### src/rtl/tsc_pkg.sv
`timescale 1ns/1ps
package tsc_pkg;

  localparam int unsigned CMD_W          = 8;
  localparam int unsigned FRAME_CLKS     = 24;
  localparam int unsigned RES_FIRST_RISE = 10;  // first rising edge after the busy clock
  localparam int unsigned MEAS_N         = 4;
  localparam int unsigned IDX_W          = $clog2(MEAS_N);

  typedef enum logic [2:0] {
    CH_Y  = 3'b001,
    CH_Z1 = 3'b011,
    CH_Z2 = 3'b100,
    CH_X  = 3'b101
  } chan_e;

  typedef enum logic [1:0] {
    PD_IRQ_ON  = 2'b00,  // sleep between conversions, pen detect live, reference off
    PD_REF_OFF = 2'b01
  } pwr_e;

  typedef enum logic [1:0] {
    SQ_BOOT,
    SQ_INIT,
    SQ_ARM,
    SQ_SCAN
  } seq_e;

  function automatic logic [CMD_W-1:0] make_cmd(chan_e ch, pwr_e pw);
    // start, channel, 12-bit mode, differential reference, power code
    return {1'b1, ch, 1'b0, 1'b0, pw};
  endfunction

  function automatic chan_e meas_chan(logic [IDX_W-1:0] idx);
    case (idx)
      2'd0:    return CH_X;
      2'd1:    return CH_Y;
      2'd2:    return CH_Z1;
      default: return CH_Z2;
    endcase
  endfunction

endpackage

### src/rtl/tsc_tick_gen.sv
`timescale 1ns/1ps
module tsc_tick_gen #(
  parameter int unsigned DIV_HALF = 40
) (
  input  logic clk_i,
  input  logic rst_ni,
  input  logic en_i,
  output logic tick_o
);
  localparam int unsigned CW = (DIV_HALF > 1) ? $clog2(DIV_HALF) : 1;
  localparam logic [CW-1:0] LAST = CW'(DIV_HALF - 1);

  logic [CW-1:0] cnt_q;

  assign tick_o = en_i && (cnt_q == LAST);

  always_ff @(posedge clk_i or negedge rst_ni) begin
    if (!rst_ni)      cnt_q <= '0;
    else if (!en_i)   cnt_q <= '0;
    else if (tick_o)  cnt_q <= '0;
    else              cnt_q <= cnt_q + 1'b1;
  end
endmodule

### src/rtl/tsc_pen_sync.sv
`timescale 1ns/1ps
module tsc_pen_sync #(
  parameter int unsigned STAGES = 2
) (
  input  logic clk_i,
  input  logic rst_ni,
  input  logic pen_ni,
  output logic pen_o
);
  logic [STAGES-1:0] sync_q;

  always_ff @(posedge clk_i or negedge rst_ni) begin
    if (!rst_ni) sync_q <= '1;  // idle level: no pen
    else         sync_q <= {sync_q[STAGES-2:0], pen_ni};
  end

  assign pen_o = sync_q[STAGES-1];
endmodule

### src/rtl/tsc_xfer.sv
`timescale 1ns/1ps
module tsc_xfer import tsc_pkg::*; #(
  parameter int unsigned DIV_HALF = 40,
  parameter int unsigned RES_W    = 12
) (
  input  logic             clk_i,
  input  logic             rst_ni,
  input  logic             start_i,
  input  logic [CMD_W-1:0] cmd_i,
  input  logic             miso_i,
  output logic             ssel_no,
  output logic             sck_o,
  output logic             mosi_o,
  output logic             done_o,
  output logic [RES_W-1:0] data_o
);
  localparam int unsigned RISE_W = $clog2(FRAME_CLKS + 1);
  localparam logic [RISE_W-1:0] LAST_RISE = RISE_W'(FRAME_CLKS);
  localparam logic [RISE_W-1:0] SAMP_LO   = RISE_W'(RES_FIRST_RISE - 1);
  localparam logic [RISE_W-1:0] SAMP_HI   = RISE_W'(RES_FIRST_RISE - 1 + RES_W);

  logic              busy_q, sck_q, ssel_nq, mosi_q, done_q, tick;
  logic [RISE_W-1:0] rise_q;
  logic [CMD_W-1:0]  cmd_q;
  logic [RES_W-1:0]  res_q;
  logic              in_window;

  tsc_tick_gen #(.DIV_HALF(DIV_HALF)) i_tick (
    .clk_i (clk_i),
    .rst_ni(rst_ni),
    .en_i  (busy_q),
    .tick_o(tick)
  );

  assign in_window = (rise_q >= SAMP_LO) && (rise_q < SAMP_HI);

  always_ff @(posedge clk_i or negedge rst_ni) begin
    if (!rst_ni) begin
      busy_q  <= 1'b0;
      sck_q   <= 1'b0;
      ssel_nq <= 1'b1;
      mosi_q  <= 1'b0;
      done_q  <= 1'b0;
      rise_q  <= '0;
      cmd_q   <= '0;
      res_q   <= '0;
    end else begin
      done_q <= 1'b0;
      if (!busy_q) begin
        if (start_i) begin
          busy_q  <= 1'b1;
          ssel_nq <= 1'b0;
          mosi_q  <= cmd_i[CMD_W-1];
          cmd_q   <= {cmd_i[CMD_W-2:0], 1'b0};
          rise_q  <= '0;
        end
      end else if (tick) begin
        if (sck_q) begin
          // falling edge: present next command bit, zeros after the byte
          sck_q  <= 1'b0;
          mosi_q <= cmd_q[CMD_W-1];
          cmd_q  <= {cmd_q[CMD_W-2:0], 1'b0};
        end else if (rise_q == LAST_RISE) begin
          busy_q  <= 1'b0;
          ssel_nq <= 1'b1;
          mosi_q  <= 1'b0;
          done_q  <= 1'b1;
        end else begin
          sck_q  <= 1'b1;
          rise_q <= rise_q + 1'b1;
          if (in_window) res_q <= {res_q[RES_W-2:0], miso_i};
        end
      end
    end
  end

  assign ssel_no = ssel_nq;
  assign sck_o   = sck_q;
  assign mosi_o  = mosi_q;
  assign done_o  = done_q;
  assign data_o  = res_q;
endmodule

### src/rtl/touch_scan_seq.sv
`timescale 1ns/1ps
module touch_scan_seq import tsc_pkg::*; #(
  parameter int unsigned DIV_HALF    = 40,
  parameter int unsigned RES_W       = 12,
  parameter int unsigned SETTLE_W    = 16,
  parameter int unsigned SYNC_STAGES = 2
) (
  input  logic                clk_i,
  input  logic                rst_ni,
  input  logic                pen_det_ni,
  input  logic [SETTLE_W-1:0] settle_cycles_i,
  output logic                ssel_no,
  output logic                sck_o,
  output logic                mosi_o,
  input  logic                miso_i,
  output logic                rec_valid_o,
  output logic [RES_W-1:0]    rec_x_o,
  output logic [RES_W-1:0]    rec_y_o,
  output logic [RES_W-1:0]    rec_z1_o,
  output logic [RES_W-1:0]    rec_z2_o,
  output logic                rec_pen_up_o
);
  localparam logic [IDX_W-1:0] LAST_IDX = IDX_W'(MEAS_N - 1);

  seq_e                state_q;
  logic [IDX_W-1:0]    idx_q, nxt_idx;
  logic [SETTLE_W-1:0] settle_q;
  logic [RES_W-1:0]    slot_q [MEAS_N];
  logic [RES_W-1:0]    rec_q  [MEAS_N];
  logic                rec_valid_q, pen_up_q;
  logic                pen_lvl, arm_go, xfer_start, xfer_done;
  logic [CMD_W-1:0]    xfer_cmd;
  logic [RES_W-1:0]    xfer_data;

  tsc_pen_sync #(.STAGES(SYNC_STAGES)) i_pen_sync (
    .clk_i (clk_i),
    .rst_ni(rst_ni),
    .pen_ni(pen_det_ni),
    .pen_o (pen_lvl)
  );

  tsc_xfer #(.DIV_HALF(DIV_HALF), .RES_W(RES_W)) i_xfer (
    .clk_i  (clk_i),
    .rst_ni (rst_ni),
    .start_i(xfer_start),
    .cmd_i  (xfer_cmd),
    .miso_i (miso_i),
    .ssel_no(ssel_no),
    .sck_o  (sck_o),
    .mosi_o (mosi_o),
    .done_o (xfer_done),
    .data_o (xfer_data)
  );

  // pen is only looked at in SQ_ARM, where the bus is idle
  assign arm_go = (state_q == SQ_ARM) && (settle_q == '0) && !pen_lvl;
  assign xfer_start = (state_q == SQ_BOOT) || arm_go ||
                      ((state_q == SQ_SCAN) && xfer_done && (idx_q != LAST_IDX));

  always_comb begin
    nxt_idx = arm_go ? '0 : idx_q + 1'b1;
    if (state_q == SQ_BOOT)
      xfer_cmd = make_cmd(CH_X, PD_IRQ_ON);
    else
      xfer_cmd = make_cmd(meas_chan(nxt_idx),
                          (nxt_idx == LAST_IDX) ? PD_IRQ_ON : PD_REF_OFF);
  end

  always_ff @(posedge clk_i or negedge rst_ni) begin
    if (!rst_ni) begin
      state_q     <= SQ_BOOT;
      idx_q       <= '0;
      settle_q    <= '0;
      rec_valid_q <= 1'b0;
      pen_up_q    <= 1'b0;
      for (int i = 0; i < MEAS_N; i++) begin
        slot_q[i] <= '0;
        rec_q[i]  <= '0;
      end
    end else begin
      rec_valid_q <= 1'b0;
      case (state_q)
        SQ_BOOT: state_q <= SQ_INIT;
        SQ_INIT: begin
          if (xfer_done) begin
            settle_q <= settle_cycles_i;
            state_q  <= SQ_ARM;
          end
        end
        SQ_ARM: begin
          if (settle_q != '0) settle_q <= settle_q - 1'b1;
          else if (!pen_lvl) begin
            idx_q   <= '0;
            state_q <= SQ_SCAN;
          end
        end
        SQ_SCAN: begin
          if (xfer_done) begin
            if (idx_q == LAST_IDX) begin
              for (int i = 0; i < MEAS_N - 1; i++) rec_q[i] <= slot_q[i];
              rec_q[MEAS_N-1] <= xfer_data;
              pen_up_q        <= pen_lvl;
              rec_valid_q     <= 1'b1;
              settle_q        <= settle_cycles_i;
              state_q         <= SQ_ARM;
            end else begin
              slot_q[idx_q] <= xfer_data;
              idx_q         <= idx_q + 1'b1;
            end
          end
        end
      endcase
    end
  end

  assign rec_valid_o  = rec_valid_q;
  assign rec_x_o      = rec_q[0];
  assign rec_y_o      = rec_q[1];
  assign rec_z1_o     = rec_q[2];
  assign rec_z2_o     = rec_q[3];
  assign rec_pen_up_o = pen_up_q;
endmodule

### config.mk
export PLATFORM = sky130hd
export DESIGN_NAME = touch_scan_seq
export DESIGN_NICKNAME = d
export VERILOG_FILES = /design/src/rtl/tsc_pkg.sv /design/src/rtl/tsc_tick_gen.sv /design/src/rtl/tsc_pen_sync.sv /design/src/rtl/tsc_xfer.sv /design/src/rtl/touch_scan_seq.sv
export SDC_FILE = /design/constraint.sdc
export NUM_CORES = 1
export LEC_CHECK = 0
export BUFFER_PORTS_ARGS = -buffer_cell sky130_fd_sc_hd__buf_2
export CORE_MARGIN = 2
export CORE_UTILIZATION = 45
export CTS_BUF_LIST = sky130_fd_sc_hd__clkbuf_4
export DETAILED_ROUTE_END_ITERATION = 10
export GPL_ROUTABILITY_DRIVEN = 0
export SYNTH_ARGS = -nofsm -noshare
export SYNTH_HDL_FRONTEND = slang
export SYNTH_SLANG_ARGS = --single-unit
### constraint.sdc
create_clock -name clk_i -period 4.84 [get_ports clk_i]
set_input_delay 0.726 -clock clk_i [delete_from_list [all_inputs] [get_ports clk_i]]
set_output_delay 0.726 -clock clk_i [all_outputs]
set_load 0.02 [all_outputs]
After elaboration in Yosys (flattened, before gate mapping):

Index checks and enable logic that the tools add are counted.

* add/sub/neg operators: 4
* muxes and demuxes: 57
* magnitude comparators: 4
* bitwise gates (word level): 4
* equality and inequality tests: 23
* div/mod/pow operators: 0
* multiply operators: 0
* shift operators: 0
* reductions and logical operators: 28

Operator list (count)
* $mux W16: 4
* $bwmux W48: 1
* $pmux W16 S3: 1
* $mux W8: 4
* $mux W5: 5
* $demux W12 S2: 1
* $mux W1: 24
* $mux W2: 10
* $reduce_and A5 Y1: 4
* $ne A2 B2 Y1 const B: 9
* $logic_not A16 Y1: 1
* $reduce_bool A16 Y1: 1
* $sub A16 B1 Y16 const B: 1
* $mux W12: 1
* $mux W6: 2
* $reduce_and A3 Y1: 4
* $eq A2 B2 Y1 const B: 5
* $pmux W3 S3: 1
* $ne A2 B1 Y1 const B: 4
* $pmux W2 S4: 1
* $reduce_and A4 Y1: 2
* $logic_and A1 B1 Y1: 7
* $mux W7: 1
* $add A6 B1 Y6 const B: 1
* 19 further kinds: 25

* word-level logic and storage cells: 143
* latch bits: 0
* input port bits: 20
* flip-flop bits (word level): 156
* RAM bits: 0
* memories: 0
* output and inout port bits: 53
* bits in read-only memories: 0

Logic depth before layout (Yosys ltp):

* depth in word-level cells: 9
* depth in mapped cells: 11
* gate-level depth less buffers: 11

Modules after synthesis:

A second synthesis with hierarchy kept.

* cells, all modules: 592
* area, all modules: 6296.0 um2

Modules (own cells, without submodules)
* touch_scan_seq: seq. area each 2652.5 um2, area an instance 4613.2 um2, instances 1, cells an instance 451
* tsc_xfer: seq. area each 726.9 um2, area an instance 1358.8 um2, instances 1, cells an instance 115
* tsc_tick_gen: seq. area each 150.1 um2, area an instance 271.5 um2, instances 1, cells an instance 24
* tsc_pen_sync: seq. area each 52.6 um2, area an instance 52.6 um2, instances 1, cells an instance 2

Worst setup path after synthesis:

OpenSTA, ideal clock, no wires.

* kind: register to register
* from: register settle_q[8]
* to: register i_xfer.cmd_q[7]
* arrival: 2436 ps
* setup slack: 2279 ps
* library setup time: 125 ps
* buffers on the path: 1
* stages on the path, launching flop included: 10
* data required time: 4715 ps
* cell sequence: dfrtp_1 > buf_6 > nor4_4 > nand4_2 > or3_2 > and2_1 > ha_1 > o21ai_0 > mux2_2 > mux2_4

* longest elaborated chain between the ends: 9
* elaborated cells on any way between the ends: 15
* classes of those cells: 2 x eq/ne; 5 x mux; 8 x reduce/logical

Ends and longest elaborated chain
* start: declaration: RTL line touch_scan_seq.sv:27 `logic [SETTLE_W-1:0] settle_q;`
* start signal: assignment: RTL line touch_scan_seq.sv:86 `settle_q <= settle_cycles_i;`
* start signal: assignment: RTL line touch_scan_seq.sv:91 `if (settle_q != '0) settle_q <= settle_q - 1'b1;`
* start signal: assignment: RTL line touch_scan_seq.sv:104 `settle_q <= settle_cycles_i;`
* $logic_not A16 Y1 (*): RTL line touch_scan_seq.sv:56 `assign arm_go = (state_q == SQ_ARM) && (settle_q == '0) && !pen_lvl;`
* $logic_and A1 B1 Y1 (*) (2 in a row): RTL line touch_scan_seq.sv:56
* $mux W2: RTL line touch_scan_seq.sv:61 `nxt_idx = arm_go ? '0 : idx_q + 1'b1;`
* $eq A2 B2 Y1, or another cell as far along: RTL line tsc_pkg.sv:35 `case (idx)`
* $pmux W3 S3: RTL line tsc_pkg.sv:35
* $mux W7: RTL line touch_scan_seq.sv:62 `if (state_q == SQ_BOOT)`
* $mux W8: RTL line tsc_xfer.sv:50 `if (start_i) begin`
* $mux W8: RTL line tsc_xfer.sv:49 `if (!busy_q) begin`
* end signal: assignment: RTL line tsc_xfer.sv:54 `cmd_q <= {cmd_i[CMD_W-2:0], 1'b0};`
* end signal: assignment: RTL line tsc_xfer.sv:62 `cmd_q <= {cmd_q[CMD_W-2:0], 1'b0};`
* end: declaration: RTL line tsc_xfer.sv:24 `logic [CMD_W-1:0] cmd_q;`

Mark *: on every way between the ends. The rest lies on a longest branch, timed or not. The select of a mux whose other input is x is not followed.
A chain may end at the register's enable or synchronous reset.

Worst setup path in the final report:

* from: register state_q[1]
* to: register i_xfer.cmd_q[7]

* longest elaborated chain between the ends: 9
* elaborated cells on any way between the ends: 19
* classes of those cells: 4 x eq/ne; 5 x mux; 10 x reduce/logical

Ends and longest elaborated chain
* start: declaration: RTL line touch_scan_seq.sv:25 `seq_e state_q;`
* start signal: assignment: RTL line touch_scan_seq.sv:71 `state_q <= SQ_BOOT;`
* start signal: assignment: RTL line touch_scan_seq.sv:83 `SQ_BOOT: state_q <= SQ_INIT;`
* start signal: assignment: RTL line touch_scan_seq.sv:87 `state_q <= SQ_ARM;`
* $eq A2 B2 Y1: RTL line touch_scan_seq.sv:56
* $logic_and A1 B1 Y1 (2 in a row): RTL line touch_scan_seq.sv:56
* $mux W2: RTL line touch_scan_seq.sv:61
* $eq A2 B2 Y1, or another cell as far along: RTL line tsc_pkg.sv:35
* $pmux W3 S3: RTL line tsc_pkg.sv:35
* $mux W7: RTL line touch_scan_seq.sv:62
* $mux W8: RTL line tsc_xfer.sv:50
* $mux W8: RTL line tsc_xfer.sv:49

Several ways; a longest one is shown, not always the timed one. The select of a mux whose other input is x is not followed.

==> metrics <==
status finished clean; Post-synth ARST share 1.000; number of cells upsized or downsized after cts 0; Worst setup EP type flop; floorplan die height 122.4 µm; number of DRC markers in iteration 0 328; maximum clock rate 356.9 MHz; FP Rows 43; hpwl dp 8471 µm; final-layout fill cell count 1284; number of buffers added on ports 72; Post-Route WL 12730 µm; Reg clk slew, reported paths 120 ps; number of synthesized register bits 143; Placed Area 6795 µm²; power density relative to cell area 276.9 nW/µm²; synthesized net count 637; endpoint arrival time on the critical path 3240 ps; antenna violation net count after detailed routing 0; Avg Inst Size Synth 10.45 µm²; leakage 3.718 nW; Cells after Synth 604; routed vias 4488; initial standard-cell utilization of the core 0.4583; synthesis warning total 0; first-pass GRT wire length 21450 µm; max_cap viols 0; Longest Clk Path Bufs 2; post-detailed-route wirelength per cell 14.79 µm; buffer type at the clock tree root sky130_fd_sc_hd__clkbuf_4; pin slew with the least headroom to its limit 1142 ps; Relative slew margins 0.2359; maximum vdd drop 134.1 µV; TritonCTS buffer count 17; max-slew violation total from the final report 0; unrepaired setup endpoints after global routing no; maximum fanout count along the critical path 28; final setup violating endpoints 0; DRC Markers 0; skew final 12.87 ps; path class of the lowest-slack min-delay path in2async; most common library cells after synthesis sky130_fd_sc_hd__nand2_1, sky130_fd_sc_hd__dfrtp_1, sky130_fd_sc_hd__mux2_2, sky130_fd_sc_hd__clkbuf_1, sky130_fd_sc_hd__o21ai_0; fraction of final layout cells with drive strength greater than 1 0.2526; leading area contributor after synthesis sky130_fd_sc_hd__dfrtp_1; IO Pins 73; startpoint type of the worst setup path flop; average via count per standard cell 5.213; Top FF cell, synth sky130_fd_sc_hd__dfrtp_1; die width 122.4 µm; first-pass iteration count of the detailed router 7; Crit Path Category reg2reg; Synth cell types 59; placed instance count 829; number of enable-type register cells in the synthesized netlist 0; data required time of the critical path 5280 ps; count of H-tree levels built during CTS 4; total setup buffers inserted after CTS 0; final design instance area without fill 7061 µm²; worst-case register-to-register setup slack 2040 ps; proportion of netlist area held by the largest area contributor 0.5550; number of clock sinks 143; Overflow after GRT 0; clock network latency to the later pin of the worst-skew pair 540 ps; sequential share of the synthesized area 0.5675; post-route setup slack 2038 ps; post-layout minimum cycle time 2802 ps; total track usage 0.1834; Core Box Area 13770 µm²; # diodes 0; largest cells by area after synthesis sky130_fd_sc_hd__dfrtp_1, sky130_fd_sc_hd__nand2_1, sky130_fd_sc_hd__mux2_2, sky130_fd_sc_hd__ha_1, sky130_fd_sc_hd__o21ai_0; cell area after synthesis 6312 µm²; hold buffer count at cts 0; dominant cell by count in the synthesized netlist sky130_fd_sc_hd__nand2_1; antenna violations before repair 0; TritonCTS clock tree done; largest net degree at the start of global routing 107; number of nets in the finished design 701; Tot Pwr 1.955 mW; dpl ws 2046 ps; final instance count without filler cells 861; synthesis-to-layout area growth 11.85%; setup total negative slack 0 ps; number of hold violations in the final report 0; DIE AREA 14990 µm²; depth of the most critical reg-to-reg path 9; part of the cycle the worst path needs 0.5789; number of global-route vias before repair 4431
[critical path, stage by stage, from the launching register on]
cell and delay [ps]:
sky130_fd_sc_hd__dfrtp_1 520, sky130_fd_sc_hd__nor2b_1 170, sky130_fd_sc_hd__buf_4 280, sky130_fd_sc_hd__nand2_4 110
sky130_fd_sc_hd__or3_2 510, sky130_fd_sc_hd__and2_1 220, sky130_fd_sc_hd__ha_1 270, sky130_fd_sc_hd__o21ai_0 80
sky130_fd_sc_hd__mux2_2 270, sky130_fd_sc_hd__mux2_4 260
[cell families (layout without fill, tap and decap cells)]
| family | Yosys count | in the layout | share of synthesized area |
|---|---|---|---|
| xor+xnor | 6 | 6 | 0.008325 |
| mux | 54 | 54 | 0.09792 |
| simple gates | 267 | 267 | 0.1913 |
| compound gates | 80 | 80 | 0.08187 |
| fa+ha+maj | 13 | 13 | 0.02577 |
| buf+inv | 41 | 118 | 0.02735 |
| flops | 143 | 143 | 0.5675 |
[metal layers]
layer	track usage	vias up	wire, µm	share of wire
met4	0.07759	0	124	0.0097
met1	0.2439	2176	6054	0.48
met3	0.04043	10	532	0.042
met5	0	-	0	0
li1	-	2194	-	-
met2	0.2906	108	6021	0.47
[placed cells by master (no fill, tap or decap), types with 4 or more instances in the layout]
cell type and instances:
sky130_fd_sc_hd__o21ai_0 22, sky130_fd_sc_hd__and2_1 4, sky130_fd_sc_hd__a21oi_1 16, sky130_fd_sc_hd__clkbuf_4 19, sky130_fd_sc_hd__nand2_1 182, sky130_fd_sc_hd__ha_1 13, sky130_fd_sc_hd__o22ai_1 4, sky130_fd_sc_hd__mux2_2 50
sky130_fd_sc_hd__xnor2_1 4, sky130_fd_sc_hd__nor2_1 20, sky130_fd_sc_hd__buf_2 71, sky130_fd_sc_hd__o211ai_1 4, sky130_fd_sc_hd__nand3_1 16, sky130_fd_sc_hd__inv_1 10, sky130_fd_sc_hd__a31oi_1 11, sky130_fd_sc_hd__nand2b_1 9
sky130_fd_sc_hd__nor3_1 9, sky130_fd_sc_hd__clkinv_1 4, sky130_fd_sc_hd__nand4_1 4, sky130_fd_sc_hd__dfrtp_1 140
[final cells by class]
class	instances	area (µm²)	area share
inverters	11	41.29	0.005848
multi-input cells	420	2557	0.3622
clock buffers	19	142.6	0.02020
repair buffers	75	389.1	0.05511
clock inverters	13	122.6	0.01737
flip-flops and latches	143	3582	0.5074
well taps	180	225.2	0.03190
[registers in the layout (all words and copies together), names as in the netlist, 2 cells and up]
| name | count |
|---|---|
| i_pen_sync.sync_q | 2 |
| i_xfer.data_o | 12 |
| rec_z1_o | 12 |
| rec_y_o | 12 |
| settle_q | 16 |
| state_q | 2 |
| i_xfer.rise_q | 5 |
| rec_z2_o | 12 |
| rec_x_o | 12 |
| i_xfer.i_tick.cnt_q | 6 |
| idx_q | 2 |
| i_xfer.cmd_q | 7 |
| slot_q | 36 |
[power by group]
| part | internal [mW] | switching (mW) | total [mW] |
|---|---|---|---|
| Sequential | 1.20 | 0.00218 | 1.20 |
| Combinational | 0.00951 | 0.0272 | 0.0367 |
| Clock | 0.309 | 0.411 | 0.720 |
[worst paths after layout]
path,start,end
max in group asynchronous,rst_ni,i_xfer.ssel_no$_DFFE_PN1P_
max,state_q[1]$_DFFE_PN0P_,i_xfer.cmd_q[7]$_DFFE_PN0P_
min reg2reg,i_pen_sync.sync_q[0]$_DFF_PN1_,i_pen_sync.sync_q[1]$_DFF_PN1_
max reg2reg,state_q[1]$_DFFE_PN0P_,i_xfer.cmd_q[7]$_DFFE_PN0P_
min,rst_ni,slot_q[34]$_DFFE_PN0P_
min in group clk_i,pen_det_ni,i_pen_sync.sync_q[0]$_DFF_PN1_
[metrics by stage]
| step | util | hold WS, ps |
|---|---|---|
| 6_report | 0.5126 | 270.6 |
| 5_1_grt | 0.5126 | 220.6 |
| 4_1_cts | 0.5126 | 221.2 |
| 3_5_place_dp | 0.4934 | 350.6 |
| 3_3_place_gp | 0.4934 | 346.2 |
| 2_1_floorplan | - | 345.2 |
No activity file was read; power rests on OpenSTA's default activity.
